[config.mk]
export PLATFORM = sky130hd
export DESIGN_NAME = sw_stopwatch_core
export DESIGN_NICKNAME = d
export VERILOG_FILES = /design/src/rtl/sw_pkg.sv /design/src/rtl/sw_rate_div.sv /design/src/rtl/sw_key_pulse.sv /design/src/rtl/sw_bcd_stage.sv /design/src/rtl/sw_scan_display.sv /design/src/rtl/sw_stopwatch_core.sv
export SDC_FILE = /design/constraint.sdc
export NUM_CORES = 1
export LEC_CHECK = 0
export CORE_MARGIN = 2
export CORE_UTILIZATION = 45
export DETAILED_ROUTE_END_ITERATION = 16
export GPL_TIMING_DRIVEN = 0
export HOLD_SLACK_MARGIN = 0.08
export PLACE_DENSITY = 0.66
export RECOVER_POWER = 25
export SLEW_MARGIN = 20
export SYNTH_ARGS = -nofsm -noshare
export SYNTH_HDL_FRONTEND = slang
export SYNTH_SLANG_ARGS = --single-unit
[constraint.sdc]
create_clock -name clk -period 8.3 [get_ports clk]
set_input_delay 1.66 -clock clk [delete_from_list [all_inputs] [get_ports clk]]
set_output_delay 1.66 -clock clk [all_outputs]
set_load 0.01 [all_outputs]
[src/rtl/sw_pkg.sv]
// Shared constants and helpers for the stopwatch core.
// Assumes four two-digit BCD stages, eight display digits in total.
package sw_pkg;

    localparam int NUM_STAGES = 4;
    localparam int NUM_DIGITS = 2 * NUM_STAGES;
    localparam int TIME_W     = 4 * NUM_DIGITS;

    typedef logic [7:0] bcd_pair_t;

    // Modulus of each stage, lowest (centiseconds) first.
    function automatic int stage_mod(input int idx);
        case (idx)
            0:       return 100;
            1, 2:    return 60;
            default: return 24;
        endcase
    endfunction

    // Active-high segment pattern, bit 6 = g down to bit 0 = a.
    function automatic logic [6:0] seg_code(input logic [3:0] d);
        case (d)
            4'd0:    return 7'b0111111;
            4'd1:    return 7'b0000110;
            4'd2:    return 7'b1011011;
            4'd3:    return 7'b1001111;
            4'd4:    return 7'b1100110;
            4'd5:    return 7'b1101101;
            4'd6:    return 7'b1111101;
            4'd7:    return 7'b0100111;
            4'd8:    return 7'b1111111;
            4'd9:    return 7'b1101111;
            default: return 7'b0000000;
        endcase
    endfunction

endpackage

[src/rtl/sw_rate_div.sv]
// Enable-based rate divider: asserts tick_o for one cycle every DIV
// enabled cycles. The count freezes while en_i is low.
// Assumes DIV >= 1; synchronous active-low reset.
module sw_rate_div #(
    parameter int DIV = 500000
) (
    input  logic clk,
    input  logic rst_n,
    input  logic en_i,
    output logic tick_o
);
    localparam int CW = (DIV > 1) ? $clog2(DIV) : 1;
    localparam logic [CW-1:0] LAST = CW'(DIV - 1);

    logic [CW-1:0] cnt_q;

    // Purpose: terminal-count strobe while enabled.
    assign tick_o = en_i && (cnt_q == LAST);

    // Purpose: advance or hold the divider count.
    always_ff @(posedge clk) begin
        if (!rst_n) begin
            cnt_q <= '0;
        end else if (en_i) begin
            cnt_q <= (cnt_q == LAST) ? '0 : cnt_q + 1'b1;
        end
    end


    freeze_chk: assert property (@(posedge clk) disable iff (!rst_n)
        !en_i |=> $stable(cnt_q));

endmodule

[src/rtl/sw_key_pulse.sv]
// Two-flop synchronizer on the raw key, followed by a rising-edge
// detector that gives one pulse per press. Assumes the key is held
// longer than one clock cycle. Synchronous active-low reset.
module sw_key_pulse (
    input  logic clk,
    input  logic rst_n,
    input  logic key_i,
    output logic pulse_o
);
    logic [1:0] sync_q;

    // Purpose: shift the key through two flip-flops.
    always_ff @(posedge clk) begin
        if (!rst_n) sync_q <= 2'b00;
        else        sync_q <= {sync_q[0], key_i};
    end

    // Purpose: first stage high while second stage still low.
    assign pulse_o = sync_q[0] & ~sync_q[1];


    single_pulse_chk: assert property (@(posedge clk) disable iff (!rst_n)
        pulse_o |=> !pulse_o);

endmodule

[src/rtl/sw_bcd_stage.sv]
// Two-digit BCD counter with modulus MOD (at most 100). It advances on
// inc_i and returns to 00 after MOD-1. wrap_o is combinational, so the
// next stage moves on the same edge. Synchronous active-low reset.
module sw_bcd_stage #(
    parameter int MOD = 60
) (
    input  logic       clk,
    input  logic       rst_n,
    input  logic       inc_i,
    output logic [7:0] value_o,
    output logic       wrap_o
);
    localparam logic [3:0] TENS_MAX  = 4'((MOD - 1) / 10);
    localparam logic [3:0] UNITS_MAX = 4'((MOD - 1) % 10);

    logic [3:0] tens_q, units_q;
    logic       at_max;

    // Purpose: detect the last count of this stage.
    assign at_max  = (tens_q == TENS_MAX) && (units_q == UNITS_MAX);
    assign wrap_o  = inc_i && at_max;
    assign value_o = {tens_q, units_q};

    // Purpose: BCD increment with wrap to zero.
    always_ff @(posedge clk) begin
        if (!rst_n) begin
            tens_q  <= 4'd0;
            units_q <= 4'd0;
        end else if (inc_i) begin
            if (at_max) begin
                tens_q  <= 4'd0;
                units_q <= 4'd0;
            end else if (units_q == 4'd9) begin
                tens_q  <= tens_q + 4'd1;
                units_q <= 4'd0;
            end else begin
                units_q <= units_q + 4'd1;
            end
        end
    end


    wrap_zero_chk: assert property (@(posedge clk) disable iff (!rst_n)
        wrap_o |=> (value_o == 8'h00));


    range_chk: assert property (@(posedge clk) disable iff (!rst_n)
        (units_q <= 4'd9) && ((int'(tens_q) * 10 + int'(units_q)) < MOD));


    step_chk: assert property (@(posedge clk) disable iff (!rst_n)
        (inc_i && !at_max) |=> (value_o != $past(value_o)));


    hold_chk: assert property (@(posedge clk) disable iff (!rst_n)
        !inc_i |=> $stable(value_o));

endmodule

[src/rtl/sw_scan_display.sv]
// Display scanner: a free-running 3-bit index, stepped every SCAN_DIV
// cycles, selects one nibble of digits_i and decodes it to segments.
// Assumes eight packed nibbles, lowest first. Synchronous active-low reset.
module sw_scan_display
    import sw_pkg::*;
#(
    parameter int SCAN_DIV = 6250
) (
    input  logic              clk,
    input  logic              rst_n,
    input  logic [TIME_W-1:0] digits_i,
    output logic [2:0]        scan_o,
    output logic [6:0]        seg_o
);
    logic       step;
    logic [2:0] idx_q;

    sw_rate_div #(.DIV(SCAN_DIV)) u_scan_div (
        .clk    (clk),
        .rst_n  (rst_n),
        .en_i   (1'b1),
        .tick_o (step)
    );

    // Purpose: step the scan index, wrapping after 7.
    always_ff @(posedge clk) begin
        if (!rst_n)    idx_q <= 3'd0;
        else if (step) idx_q <= idx_q + 3'd1;
    end

    // Purpose: select the current nibble and decode it.
    assign scan_o = idx_q;
    assign seg_o  = seg_code(digits_i[4*idx_q +: 4]);


    scan_step_chk: assert property (@(posedge clk) disable iff (!rst_n)
        step |=> (idx_q == $past(idx_q) + 3'd1));


    scan_hold_chk: assert property (@(posedge clk) disable iff (!rst_n)
        !step |=> $stable(idx_q));

endmodule

[src/rtl/sw_stopwatch_core.sv]
// Stopwatch top: key conditioning, run flag, 100 Hz tick prescaler,
// chained BCD stages (100, 60, 60, 24) and the display scanner.
// Assumes CLK_HZ is a multiple of TICK_HZ and SCAN_HZ. Single clock,
// synchronous active-low reset.
module sw_stopwatch_core
    import sw_pkg::*;
#(
    parameter int CLK_HZ  = 50000000,
    parameter int TICK_HZ = 100,
    parameter int SCAN_HZ = 8000
) (
    input  logic        clk,
    input  logic        rst_n,
    input  logic        key_i,
    output logic [31:0] time_bcd_o,
    output logic [2:0]  scan_idx_o,
    output logic [6:0]  seg_o
);
    localparam int TICK_DIV = CLK_HZ / TICK_HZ;
    localparam int SCAN_DIV = CLK_HZ / SCAN_HZ;

    logic                  toggle;
    logic                  run_q;
    logic                  tick;
    logic [NUM_STAGES:0]   carry;
    logic [TIME_W-1:0]     time_bcd;

    sw_key_pulse u_key (
        .clk     (clk),
        .rst_n   (rst_n),
        .key_i   (key_i),
        .pulse_o (toggle)
    );

    // Purpose: run flag flips once per key pulse.
    always_ff @(posedge clk) begin
        if (!rst_n)      run_q <= 1'b0;
        else if (toggle) run_q <= ~run_q;
    end

    sw_rate_div #(.DIV(TICK_DIV)) u_tick_div (
        .clk    (clk),
        .rst_n  (rst_n),
        .en_i   (run_q),
        .tick_o (tick)
    );

    // Purpose: chain the stages so carries ripple within one edge.
    assign carry[0] = tick;

    for (genvar i = 0; i < NUM_STAGES; i++) begin : g_stage
        bcd_pair_t pair;
        sw_bcd_stage #(.MOD(stage_mod(i))) u_stage (
            .clk     (clk),
            .rst_n   (rst_n),
            .inc_i   (carry[i]),
            .value_o (pair),
            .wrap_o  (carry[i+1])
        );
        assign time_bcd[8*i +: 8] = pair;
    end

    assign time_bcd_o = time_bcd;

    sw_scan_display #(.SCAN_DIV(SCAN_DIV)) u_disp (
        .clk      (clk),
        .rst_n    (rst_n),
        .digits_i (time_bcd),
        .scan_o   (scan_idx_o),
        .seg_o    (seg_o)
    );


    day_wrap_chk: assert property (@(posedge clk) disable iff (!rst_n)
        carry[NUM_STAGES] |=> (time_bcd_o == 32'h0));


    toggle_chk: assert property (@(posedge clk) disable iff (!rst_n)
        toggle |=> (run_q != $past(run_q)));


    stopped_hold_chk: assert property (@(posedge clk) disable iff (!rst_n)
        !run_q |=> $stable(time_bcd_o));


    coincide_chk: assert property (@(posedge clk) disable iff (!rst_n)
        (tick && toggle) |=> (!run_q && (time_bcd_o != $past(time_bcd_o))));

endmodule

After elaboration in Yosys (flattened, before gate mapping)
Memory sizes are Yosys's and may differ from the RTL's.
Index checks and enable logic that the tools add are counted.
{"block": "word_totals", "elab_cells": 75, "output_inout_bits": 42, "reg_bits": 70, "romBits": 112, "mem_count": 1, "inputBits": 3}
{"block": "classes", "add_sub_neg": 11, "eq_ne": 11, "muxes": 17, "bitwise": 4, "n_shift": 1, "n_reduce_logical": 17}
{"name": "(name not given)", "words": 16, "width": 7, "read_ports": 1, "rd_ports_with_merged_regs": 0, "wr": 0, "line": "sw_pkg.sv:22", "source": "case (d)"}
{"operator": "$mux 4", "count": 16}
{"operator": "$add 4x1->4 const B", "count": 8}
{"operator": "$shiftx 32x6->4", "count": 1}
{"operator": "$eq 4x4->1 const B", "count": 5}
{"operator": "$add 19x1->19 const B", "count": 1}
{"operator": "$eq 19x19->1 const B", "count": 1}
{"operator": "$mux 19", "count": 1}
{"operator": "$add 13x1->13 const B", "count": 1}
{"operator": "$eq 13x13->1 const B", "count": 1}
{"operator": "$eq 4x2->1 const B", "count": 2}
{"operator": "$eq 4x3->1 const B", "count": 2}
{"operator": "$logic_and 1x1->1", "count": 8}
{"operator": "$reduce_and 2->1", "count": 4}
{"operator": "$reduce_bool 2->1", "count": 4}
{"operator": "$add 3x1->3 const B", "count": 1}
{"operator": "$not 1->1", "count": 3}
{"operator": "$reduce_or 2->1", "count": 1}
{"operator": "$and 1x1->1", "count": 1}

Depth between registers and ports, before layout
Gate-level depths: netlist of run 1.
{"block": "logic_depth", "word_depth": 6, "ltp_mapped": 10, "ltp_nobuf": 7}

Hierarchy
Synthesis of run 1 repeated with hierarchy kept, for this count alone.
{"block": "hier_totals", "cells_unflattened": 418, "hier_area_um2": 4028.9}
{"mod": "sw_rate_div at u_tick_div", "seq_area_each_um2": 380.4, "area_each_um2": 892.1, "cells_each": 101, "n_inst": 1}
{"mod": "sw_bcd_stage at g_stage[1].u_stage ...", "seq_area_each_um2": 160.2, "area_each_um2": 429.2, "cells_each": 45, "n_inst": 2}
{"mod": "sw_rate_div at u_disp.u_scan_div", "seq_area_each_um2": 260.2, "area_each_um2": 676.9, "cells_each": 69, "n_inst": 1}
{"mod": "sw_scan_display", "seq_area_each_um2": 60.1, "area_each_um2": 614.3, "cells_each": 53, "n_inst": 1}
{"mod": "sw_bcd_stage at g_stage[3].u_stage", "seq_area_each_um2": 160.2, "area_each_um2": 465.4, "cells_each": 51, "n_inst": 1}
{"mod": "sw_bcd_stage at g_stage[0].u_stage", "seq_area_each_um2": 160.2, "area_each_um2": 420.4, "cells_each": 46, "n_inst": 1}
{"mod": "sw_key_pulse", "seq_area_each_um2": 40.0, "area_each_um2": 66.3, "cells_each": 5, "n_inst": 1}
{"mod": "sw_stopwatch_core", "seq_area_each_um2": 20.0, "area_each_um2": 35.0, "cells_each": 3, "n_inst": 1}

Least setup slack after synthesis of run 1
OpenSTA, ideal clock, no wires.
{"block": "synth_timing", "kind": "reg2out", "start": "reg u_disp.idx_q[2] (netlist: u_disp.scan_o[2])", "end": "out seg_o[3]", "path_stages_with_launch": 9, "slack_ps": 4400, "t_required_ps": 6640, "path_buffers": 1, "arrival_time_ps": 2240, "cell_sequence": "dfxtp_1 clkbuf_1 mux4_2 mux2_2 inv_1 ha_1 and2_1 o21ai_0 nand2_1"}
{"block": "synth_between", "elab_chain_cells": 2}
{"element": "start, declared", "line": "sw_scan_display.sv:16", "source": "logic [2:0] idx_q;"}
{"element": "start signal, assigned", "line": "sw_scan_display.sv:28", "source": "else if (step) idx_q <= idx_q + 3'd1;"}
{"element": "$shiftx 32x6->4", "line": "sw_scan_display.sv:33", "source": "assign seg_o = seg_code(digits_i[4*idx_q +: 4]);"}
{"element": "$mem_v2 16x7"}
{"element": "end, declared", "line": "sw_stopwatch_core.sv:17", "source": "output logic [6:0] seg_o"}
Every way passes these cells.

Worst setup path after layout of run 1
Same ends and word-level chain as after synthesis.

==> results of run 1 <==
sequential cells by signal, indices dropped and copies added (netlist names):
register and flops:
g_stage.u_stage.tens_q 16, g_stage.u_stage.units_q 16, run_q 1, u_disp.scan_o 3, u_disp.u_scan_div.cnt_q 13, u_key.sync_q 2
u_tick_div.cnt_q 19
Yosys cell counts (all sizes together) (9+ instances only):
cell type	number
a21oi	22
and2	11
buf	9
clkbuf	9
dfxtp	70
ha	26
inv	17
mux2i	11
nand2	28
nand3	20
nand4	11
nor2	69
nor3	9
o21ai	10
xnor2	19
xor2	13
area by class of cell:
cell class	count	area [um2]	area share, %
clock buffer	11	141	3.03
tap	105	131	2.82
sequential	70	1400	30.0
clock inverter	5	58.8	1.26
buffer	18	88.8	1.90
multi-input combinational	334	2340	50.2
timing repair buffer	44	440	9.44
inverter	17	63.8	1.37
power groups by stage:
stage | Clock [W] | Combinational [W] | Sequential [W]
2_1_floorplan | 0 | 0.0000107 | 0.000348
4_1_cts | 0.000292 | 0.0000158 | 0.000341
3_3_place_gp | 0 | 0.0000153 | 0.000348
3_5_place_dp | 0 | 0.0000158 | 0.000349
6_report | 0.000285 | 0.0000154 | 0.000341
5_1_grt | 0.000303 | 0.0000174 | 0.000341
path summary, 6_finish.rpt:
path,end,start,cells after the start
setup / recovery,seg_o[3],u_disp.scan_o[2],9
hold / removal,u_key.sync_q[1],u_key.sync_q[0],1
setup reg to reg,g_stage[2].u_stage.units_q[2],g_stage[0].u_stage.tens_q[0],7
hold reg to reg,u_key.sync_q[1],u_key.sync_q[0],1
critical path, stage by stage (launching register included):
cell and delay (ns):
dfxtp_1 0.35, clkbuf_1 0.44, mux4_2 0.56, mux2_2 0.33
inv_1 0.12, ha_1 0.23, and2_1 0.14, o21ai_0 0.15
nand2_1 0.07, clkdlybuf4s50_1 0.47
stage by stage:
step | instance area, um2 | utilization, % | setup slack (ns) | power [W]
global placement | 4470 | 53.8 | 3.81 | 0.000364
floorplan | 3900 | - | 4.40 | 0.000359
finish | 4670 | 56.2 | 3.42 | 0.000641
global route | 4670 | 56.2 | 3.24 | 0.000662
CTS | 4670 | 56.2 | 3.39 | 0.000648
detailed placement | 4470 | 53.8 | 3.80 | 0.000364
layout by cell type (no fill, tap or decap), types with 5 or more instances in the layout:
master | netlist | routed
clkbuf_8 | 0 | 10
nand3_1 | 20 | 20
xor2_1 | 13 | 13
and3b_1 | 5 | 5
mux2i_1 | 11 | 11
nor3_1 | 9 | 9
mux4_2 | 8 | 8
o21ai_0 | 10 | 10
xnor2_1 | 19 | 19
nor2_1 | 69 | 69
nor2b_1 | 5 | 5
inv_1 | 17 | 17
a21oi_1 | 22 | 22
nand4_1 | 10 | 10
clkbuf_1 | 9 | 11
clkdlybuf4s50_1 | 0 | 43
nand2_1 | 28 | 28
and4_1 | 6 | 6
or3_1 | 8 | 8
and2_1 | 11 | 11
ha_1 | 26 | 26
dfxtp_1 | 70 | 70
o21a_1 | 8 | 8
kinds of logic (layout without fill, tap and decap cells):
family	Yosys count	in the layout
flip-flops	70	70
buffers and inverters	35	95
multiplexers	21	21
adder cells (fa/ha/maj)	26	26
AND/OR/NAND/NOR	203	203
AO/OA/AOI/OAI	52	52
XOR/XNOR	32	32
per-layer routing:
metal	track usage, %	routed length (um)	vias to the layer above
li1	-	-	1651
met3	5.61	432	14
met1	26.7	4220	1574
met5	0	0	-
met2	31.8	4240	77
met4	6.28	150	0
==> impl_metrics.tcl, run 1 <==
set metrics [dict create \
    status "complete, no violations" \
    clk_latency_ns 0.36 \
    cts_setup_buffers 0 \
    grt_setup_unrepaired "false" \
    core-area_um2 8300 \
    synth_seq_cells 70 \
    clock_skew_ns 0.00868 \
    cts.repair.resized 0 \
    async_reset_ff_share_pct 0 \
    viasPerCell 5.49 \
    die-area_um2 9420 \
    drv_cap 0 \
    synth_xor_area_share_pct 7.19 \
    crit_required_ns 6.64 \
    synth_mux_area_share_pct 8.03 \
    nets 523 \
    numCtsBuffers 9 \
    synth_top_family_by_area "simple AND/OR/NAND/NOR gates" \
    syn-num-nets 468 \
    pwr-share-clk_pct 44.4 \
    whs_ns 0.458 \
    finalHoldViolations 0 \
    first_pass_iters 4 \
    drive_above_1_share_pct 7.41 \
    yosys.area_share.simple_pct 28.5 \
    combPwrFrac_pct 2.4 \
    routed_wl_mm 9.04 \
    avgSynthCellArea_um2 8.88 \
    synth_cell_types 49 \
    dr_total_vias 3316 \
    synth_edf_count 0 \
    htree_levels 3 \
    first_iter_violations 202 \
    ys_seq_area_share_pct 36.0 \
    synthCells 439 \
    ant_nets 0 \
    nFillCells 753 \
    finalNonFillerCells 604 \
    crit_path_end_kind "output port" \
    area_growth_pct 19.8 \
    max_freq_mhz 205 \
    p_int_w 0.000491 \
    period_needed_ns 4.88 \
    synthFlopType "dfxtp_1" \
    die_x_um 97.1 \
    first_global_vias 3202 \
    final-setup-viol-count 0 \
    dieHeight_um 97.1 \
    relSlewSlack_pct 50.4 \
    place_hpwl_mm 6.52 \
    power.density_nw_per_um2 137 \
    arrival_ns 3.22 \
    power_switching_w 0.000150 \
    place_inst 588 \
    antenna_found_initial 0 \
    period_share_pct 58.8 \
    synth_warnings 0 \
    cts_sinks 70 \
    netlist_area_um2 3900 \
    tritoncts "yes" \
    worstSetupPathType "flip-flop to output port" \
    synth_fa_ha_area_share_pct 8.35 \
    io_pins 45 \
    grt_pass1_wl_mm 15.4 \
    rows 33 \
    grt-ovfl-total 0 \
    start_util_pct 46.9 \
    drc_errors 0 \
    grt_max_degree 13 \
    port_buffers 44 \
    fin_tns_setup_ns 0 \
    routedWlPerCell_um 15.0 \
    start_kind "flip-flop" \
    hold_class "flip-flop to flip-flop" \
    gp_routability_congestion 0.853 \
    clock_path_buffers 2 \
    yosysTopAreaCellShare_pct 36.0 \
    grtUsageTotal_pct 20.1 \
    cts-root-buf "clkbuf_8" \
    slew_viol_final 0 \
    rrSetupSlack_ns 5.80 \
    seq_power_share_pct 53.2 \
    peakVddDrop_v 0.0000869 \
    leakagePower_nw 1.67 \
    switching_share_pct 23.4 \
    diodes 0 \
    ys_top_cells_by_area "dfxtp_1 (36%), ha_1 (8.3%), nor2_1 (6.6%)" \
    cts_hold_buf 0 \
    path_clk_slew_ns 0.07 \
    worstPathMaxFanout 7 \
    synth_top_cell_by_area "dfxtp_1" \
    synth-compound-area-share_pct 8.06 \
    tightestPinTransition_ns 0.741 \
]
No activity file was read; power rests on OpenSTA's default activity.
==> run 2: changes to the inputs <==
--- a/config.mk
+++ b/config.mk
@@ -10,7 +10,7 @@
 export DETAILED_ROUTE_END_ITERATION = 16
 export GPL_TIMING_DRIVEN = 0
 export HOLD_SLACK_MARGIN = 0.08
-export PLACE_DENSITY = 0.66
+export PLACE_DENSITY = 0.69
 export RECOVER_POWER = 25
 export SLEW_MARGIN = 20
 export SYNTH_ARGS = -nofsm -noshare
==> constraint.sdc (replaced) <==
create_clock -name clk -period 3.92 [get_ports clk]
set_input_delay 0.784 -clock clk [delete_from_list [all_inputs] [get_ports clk]]
set_output_delay 0.784 -clock clk [all_outputs]
set_load 0.01 [all_outputs]
==> impl_metrics.tcl, run 2 (synthesis results as in run 1) <==
set metrics [dict create \
    whs_ns 0.456 \
    die_x_um 97.1 \
    antenna_found_initial 0 \
    htree_levels 3 \
    routedWlPerCell_um 14.7 \
    path_clk_slew_ns 0.08 \
    crit_required_ns 3.14 \
    crit-reg2reg-launch "u_tick_div.cnt_q[0]" \
    finalNonFillerCells 603 \
    first_iter_violations 129 \
    power.density_nw_per_um2 305 \
    drive_above_1_share_pct 7.63 \
    crit_path_end_kind "output port" \
    largest_reg_flops 19 \
    wl_met1_mm 4.17 \
    nets 522 \
    core-area_um2 8300 \
    cts_setup_buffers 0 \
    relSlewSlack_pct 51.3 \
    crit_start "u_disp.scan_o[0]" \
    peakVddDrop_v 0.000169 \
    worstPathMaxFanout 9 \
    nFillCells 767 \
    area_growth_pct 20.5 \
    drc_errors 0 \
    top_layer "met4" \
    diodes 0 \
    endpoint "seg_o[3]" \
    clock_skew_ns 0.0164 \
    slew_viol_final 0 \
    routed-wl-met3_um 434 \
    postLayoutCellArea_um2 4700 \
    final-setup-viol-count 0 \
    met2_length_mm 4.15 \
    dr_total_vias 3298 \
    rrSetupSlack_ns 1.09 \
    die-area_um2 9420 \
    status "complete, no violations" \
    regArea_um2 1400 \
    finalHoldViolations 0 \
    place_hpwl_mm 6.51 \
    period_needed_ns 3.79 \
    grt_setup_unrepaired "false" \
    leakagePower_nw 1.74 \
    port_buffers 44 \
    grt_max_degree 15 \
    place_inst 588 \
    start_util_pct 46.9 \
    tightestPinTransition_ns 0.725 \
    first_global_vias 3030 \
    numCtsBuffers 9 \
    viasPerCell 5.47 \
    worstSetupPathType "flip-flop to output port" \
    period_share_pct 96.6 \
    start_kind "flip-flop" \
    arrival_ns 3.00 \
    cts_sinks 70 \
    grt_pass1_wl_mm 14.4 \
    top_register "u_tick_div.cnt_q" \
    grt-ovfl-total 0 \
    clk_latency_ns 0.36 \
    final_cell_mix "nor2_1 (69), dfxtp_1 (69), nand2_1 (28), clkdlybuf4s50_1 (28), ha_1 (26)" \
    io_pins 45 \
    max_freq_mhz 264 \
    rr_endpoint "u_tick_div.cnt_q[11]" \
    clock_path_buffers 2 \
    drv_cap 0 \
    cts-root-buf "clkbuf_8" \
    hold_class "flip-flop to flip-flop" \
    first_pass_iters 4 \
    reg.largest.list "u_tick_div.cnt_q: 19 flops, g_stage.u_stage.tens_q: 16 flops, g_stage.u_stage.units_q: 16 flops" \
    gp_routability_congestion 0.866 \
    reg2reg_depth 9 \
    rows 33 \
    cts_hold_buf 0 \
    ant_nets 0 \
    fin_tns_setup_ns 0 \
    dieHeight_um 97.1 \
    routed_wl_mm 8.84 \
    tritoncts "yes" \
    multi_input_area_um2 2350 \
    dpl_cell_area_um2 4470 \
    grtUsageTotal_pct 18.7 \
]
[run 2: area by class of cell]
class                      instances  area share [%]
tap                              105            2.80
inverter                          17            1.36
clock inverter                     7            2.24
multi-input combinational        334            50.0
timing repair buffer              44            9.38
clock buffer                       9            2.64
buffer                            17            1.73
sequential                        70            29.9
[run 2: stage by stage]
step                      worst slack, ns  utilization [%]  total power (W)
after floorplan                     0.896                -         0.000760
after global placement              0.298             53.8         0.000770
after detailed placement            0.301             53.8         0.000771
after CTS                          0.0417             56.6          0.00144
after global routing              0.00807             56.6          0.00147
final                               0.134             56.6          0.00143
[run 2: worst min-delay path by stage]
stage	slack (ns)	from	depth (start not counted)	end
after floorplan	0.43	u_key.sync_q[0]	1	u_key.sync_q[1]
after global placement	0.43	u_key.sync_q[0]	1	u_key.sync_q[1]
after detailed placement	0.44	u_key.sync_q[0]	1	u_key.sync_q[1]
after CTS	0.46	u_key.sync_q[0]	1	u_key.sync_q[1]
after global routing	0.47	u_key.sync_q[0]	1	u_key.sync_q[1]
final	0.46	u_key.sync_q[0]	1	u_key.sync_q[1]
[run 2: routing by layer]
layer / vias up / track usage, %
met5: - / 0
met4: 0 / 8.13
met3: 7 / 3.02
met2: 69 / 30.1
li1: 1651 / -
met1: 1571 / 25.0
[run 2: what timing repair did]
action | CTS | global route
setup endpoints to repair | 3 | 2
hold endpoints to repair | 0 | 0
gates resized for setup | 2 | 2
cloned | 0 | 0
[run 2: report_power, final]
part	internal (W)	leakage, nW	total [W]	switching, W
combinational	0.0000118	1.06	0.0000326	0.0000209
clock	0.000368	0.112	0.000678	0.000310
sequential	0.000716	0.565	0.000721	0.00000479
total	0.00110	1.74	0.00143	0.000336
[run 2: worst max-delay path: stages, from the launching register on]
cell	delay (ns)
dfxtp_1	0.37
buf_4	0.22
mux4_2	0.55
mux2_2	0.34
inv_1	0.11
ha_1	0.23
and2_1	0.14
o21ai_0	0.15
nand2_1	0.07
clkdlybuf4s50_1	0.47
==> run 3: changes to the inputs <==
--- a/config.mk
+++ b/config.mk
@@ -5,11 +5,11 @@
 export SDC_FILE = /design/constraint.sdc
 export NUM_CORES = 1
 export LEC_CHECK = 0
-export CORE_MARGIN = 2
 export CORE_UTILIZATION = 45
 export DETAILED_ROUTE_END_ITERATION = 16
 export GPL_TIMING_DRIVEN = 0
 export HOLD_SLACK_MARGIN = 0.08
+export MAX_ROUTING_LAYER = met4
 export PLACE_DENSITY = 0.69
 export RECOVER_POWER = 25
 export SLEW_MARGIN = 20
==> impl_metrics.tcl, run 3 (synthesis results as in run 1) <==
set metrics [dict create \
    dr_total_vias 3327 \
    power.density_nw_per_um2 290 \
    status "complete, no violations" \
    ant_nets 0 \
    path_clk_slew_ns 0.08 \
    peakVddDrop_v 0.000179 \
    fin_tns_setup_ns 0 \
    worstPathMaxFanout 9 \
    crit_required_ns 3.14 \
    grt_max_degree 13 \
    final_cell_mix "nor2_1 (69), dfxtp_1 (69), clkdlybuf4s50_1 (31)" \
    clock_skew_ns 0.0180 \
    critPathSlowestCell "mux4_2" \
    first_global_vias 3133 \
    gp_routability_congestion 0.900 \
    leakagePower_nw 1.75 \
    htree_levels 3 \
    cts-root-buf "clkbuf_8" \
    drv_cap 0 \
    hold_class "flip-flop to flip-flop" \
    relSlewSlack_pct 50.2 \
    worst_path_largest_cell_delay_ns 0.53 \
    reg.largest.list "u_tick_div.cnt_q: 19 flops, g_stage.u_stage.tens_q: 16 flops, g_stage.u_stage.units_q: 16 flops" \
    whs_endpoint "u_key.sync_q[1]" \
    worstSetupPathType "flip-flop to output port" \
    antenna_found_initial 0 \
    io_pins 45 \
    reg2reg_depth 9 \
    rrSetupSlack_ns 1.17 \
    period_needed_ns 3.75 \
    drive_above_1_share_pct 8.75 \
    nets 527 \
    die-area_um2 9030 \
    post-route-util_pct 56.7 \
    crit-reg2reg-launch "u_tick_div.cnt_q[0]" \
    clk_latency_ns 0.35 \
    core-area_um2 8300 \
    diodes 0 \
    path_cells "buf_6, mux4_2, mux2_2, inv_1, ha_1, and2_1, o21ai_0, nand2_1, clkdlybuf4s50_1" \
    grt-ovfl-total 0 \
    rows 33 \
    place_hpwl_mm 6.45 \
    numCtsBuffers 9 \
    min_path_cells 1 \
    viasPerCell 5.47 \
    port_buffers 44 \
    critical-path-top-delay-family "multiplexers" \
    max_freq_mhz 267 \
    grtUsageTotal_pct 21.0 \
    routed_wl_mm 8.69 \
    arrival_ns 2.97 \
    start_kind "flip-flop" \
    grt_pass1_wl_mm 14.4 \
    final-setup-viol-count 0 \
    crit_path_end_kind "output port" \
    start_util_pct 46.9 \
    finalHoldViolations 0 \
    period_share_pct 95.6 \
    die_x_um 95.1 \
    slew_viol_final 0 \
    cp_num_buf_inv 3 \
    first_pass_iters 4 \
    tritoncts "yes" \
    hp-start "u_key.sync_q[0]" \
    drc_errors 0 \
    top_register "u_tick_div.cnt_q" \
    dieHeight_um 95.1 \
    post-place-ws_ns 0.269 \
    area_growth_pct 20.9 \
    setup_ws_ns 0.171 \
    rr_endpoint "u_tick_div.cnt_q[1]" \
    cts_hold_buf 0 \
    grt_setup_unrepaired "false" \
    cts_sinks 70 \
    largest_reg_flops 19 \
    clock_path_buffers 2 \
    tightestPinTransition_ns 0.744 \
    first_iter_violations 122 \
    routedWlPerCell_um 14.3 \
]
## run 3: area by class of cell
class | instances | area [um2]
clock inverters | 5 | 57.6
well taps | 105 | 131
clock buffers | 11 | 151
flip-flops and latches | 70 | 1400
multi-input cells | 334 | 2340
plain buffers | 17 | 86.3
inverters | 17 | 63.8
fillers | 757 | 3590
repair buffers | 49 | 478
## run 3: through the flow
step | hold WS (ns) | power [W] | area, um2 | cells
6_report | 0.457 | 0.00136 | 4710 | 608
5_1_grt | 0.490 | 0.00141 | 4710 | 608
3_3_place_gp | 0.433 | 0.000770 | 4470 | 588
3_5_place_dp | 0.447 | 0.000771 | 4470 | 588
4_1_cts | 0.463 | 0.00138 | 4680 | 603
2_1_floorplan | 0.427 | 0.000760 | 3900 | 439
## run 3: worst register-to-register path, cell delays in order (launching register included)
cell      delay (ns)
dfxtp_1         0.37
ha_1            0.18
and4_1          0.20
clkbuf_1        0.27
and4_1          0.24
clkbuf_1        0.32
nand2_1         0.24
nand2_1         0.33
clkbuf_1        0.40
nor2_1          0.10
## run 3: report_power, final
group / switching (W) / leakage, nW / internal [W]
clock network: 0.000282 / 0.109 / 0.000329
registers: 0.00000481 / 0.565 / 0.000717
logic: 0.0000208 / 1.08 / 0.0000118
## run 3: worst max-delay path by stage
stage               slack [ns]  depth (start not counted)             start       end
global route             0.006                          9  u_disp.scan_o[0]  seg_o[3]
finish                    0.17                          9  u_disp.scan_o[0]  seg_o[3]
CTS                       0.03                          8  u_disp.scan_o[2]  seg_o[3]
floorplan                 0.90                          8  u_disp.scan_o[2]  seg_o[3]
detailed placement        0.27                          9  u_disp.scan_o[2]  seg_o[3]
global placement          0.31                          9  u_disp.scan_o[2]  seg_o[3]
## run 3: per-layer routing
| metal | global-route usage, % | up-vias | routed length (um) |
|---|---|---|---|
| met3 | 2.71 | 15 | 328 |
| met2 | 34.1 | 72 | 4130 |
| met5 | - | - | 0 |
| met4 | 9.47 | 0 | 189 |
| li1 | - | 1666 | - |
| met1 | 26.2 | 1574 | 4040 |
## run 3: what timing repair did
action,in CTS,in global routing
resized for setup,2,3
buffers inserted,0,5
hold endpoints to repair,0,0
endpoints found under the setup margin,3,2
pin swaps,0,0
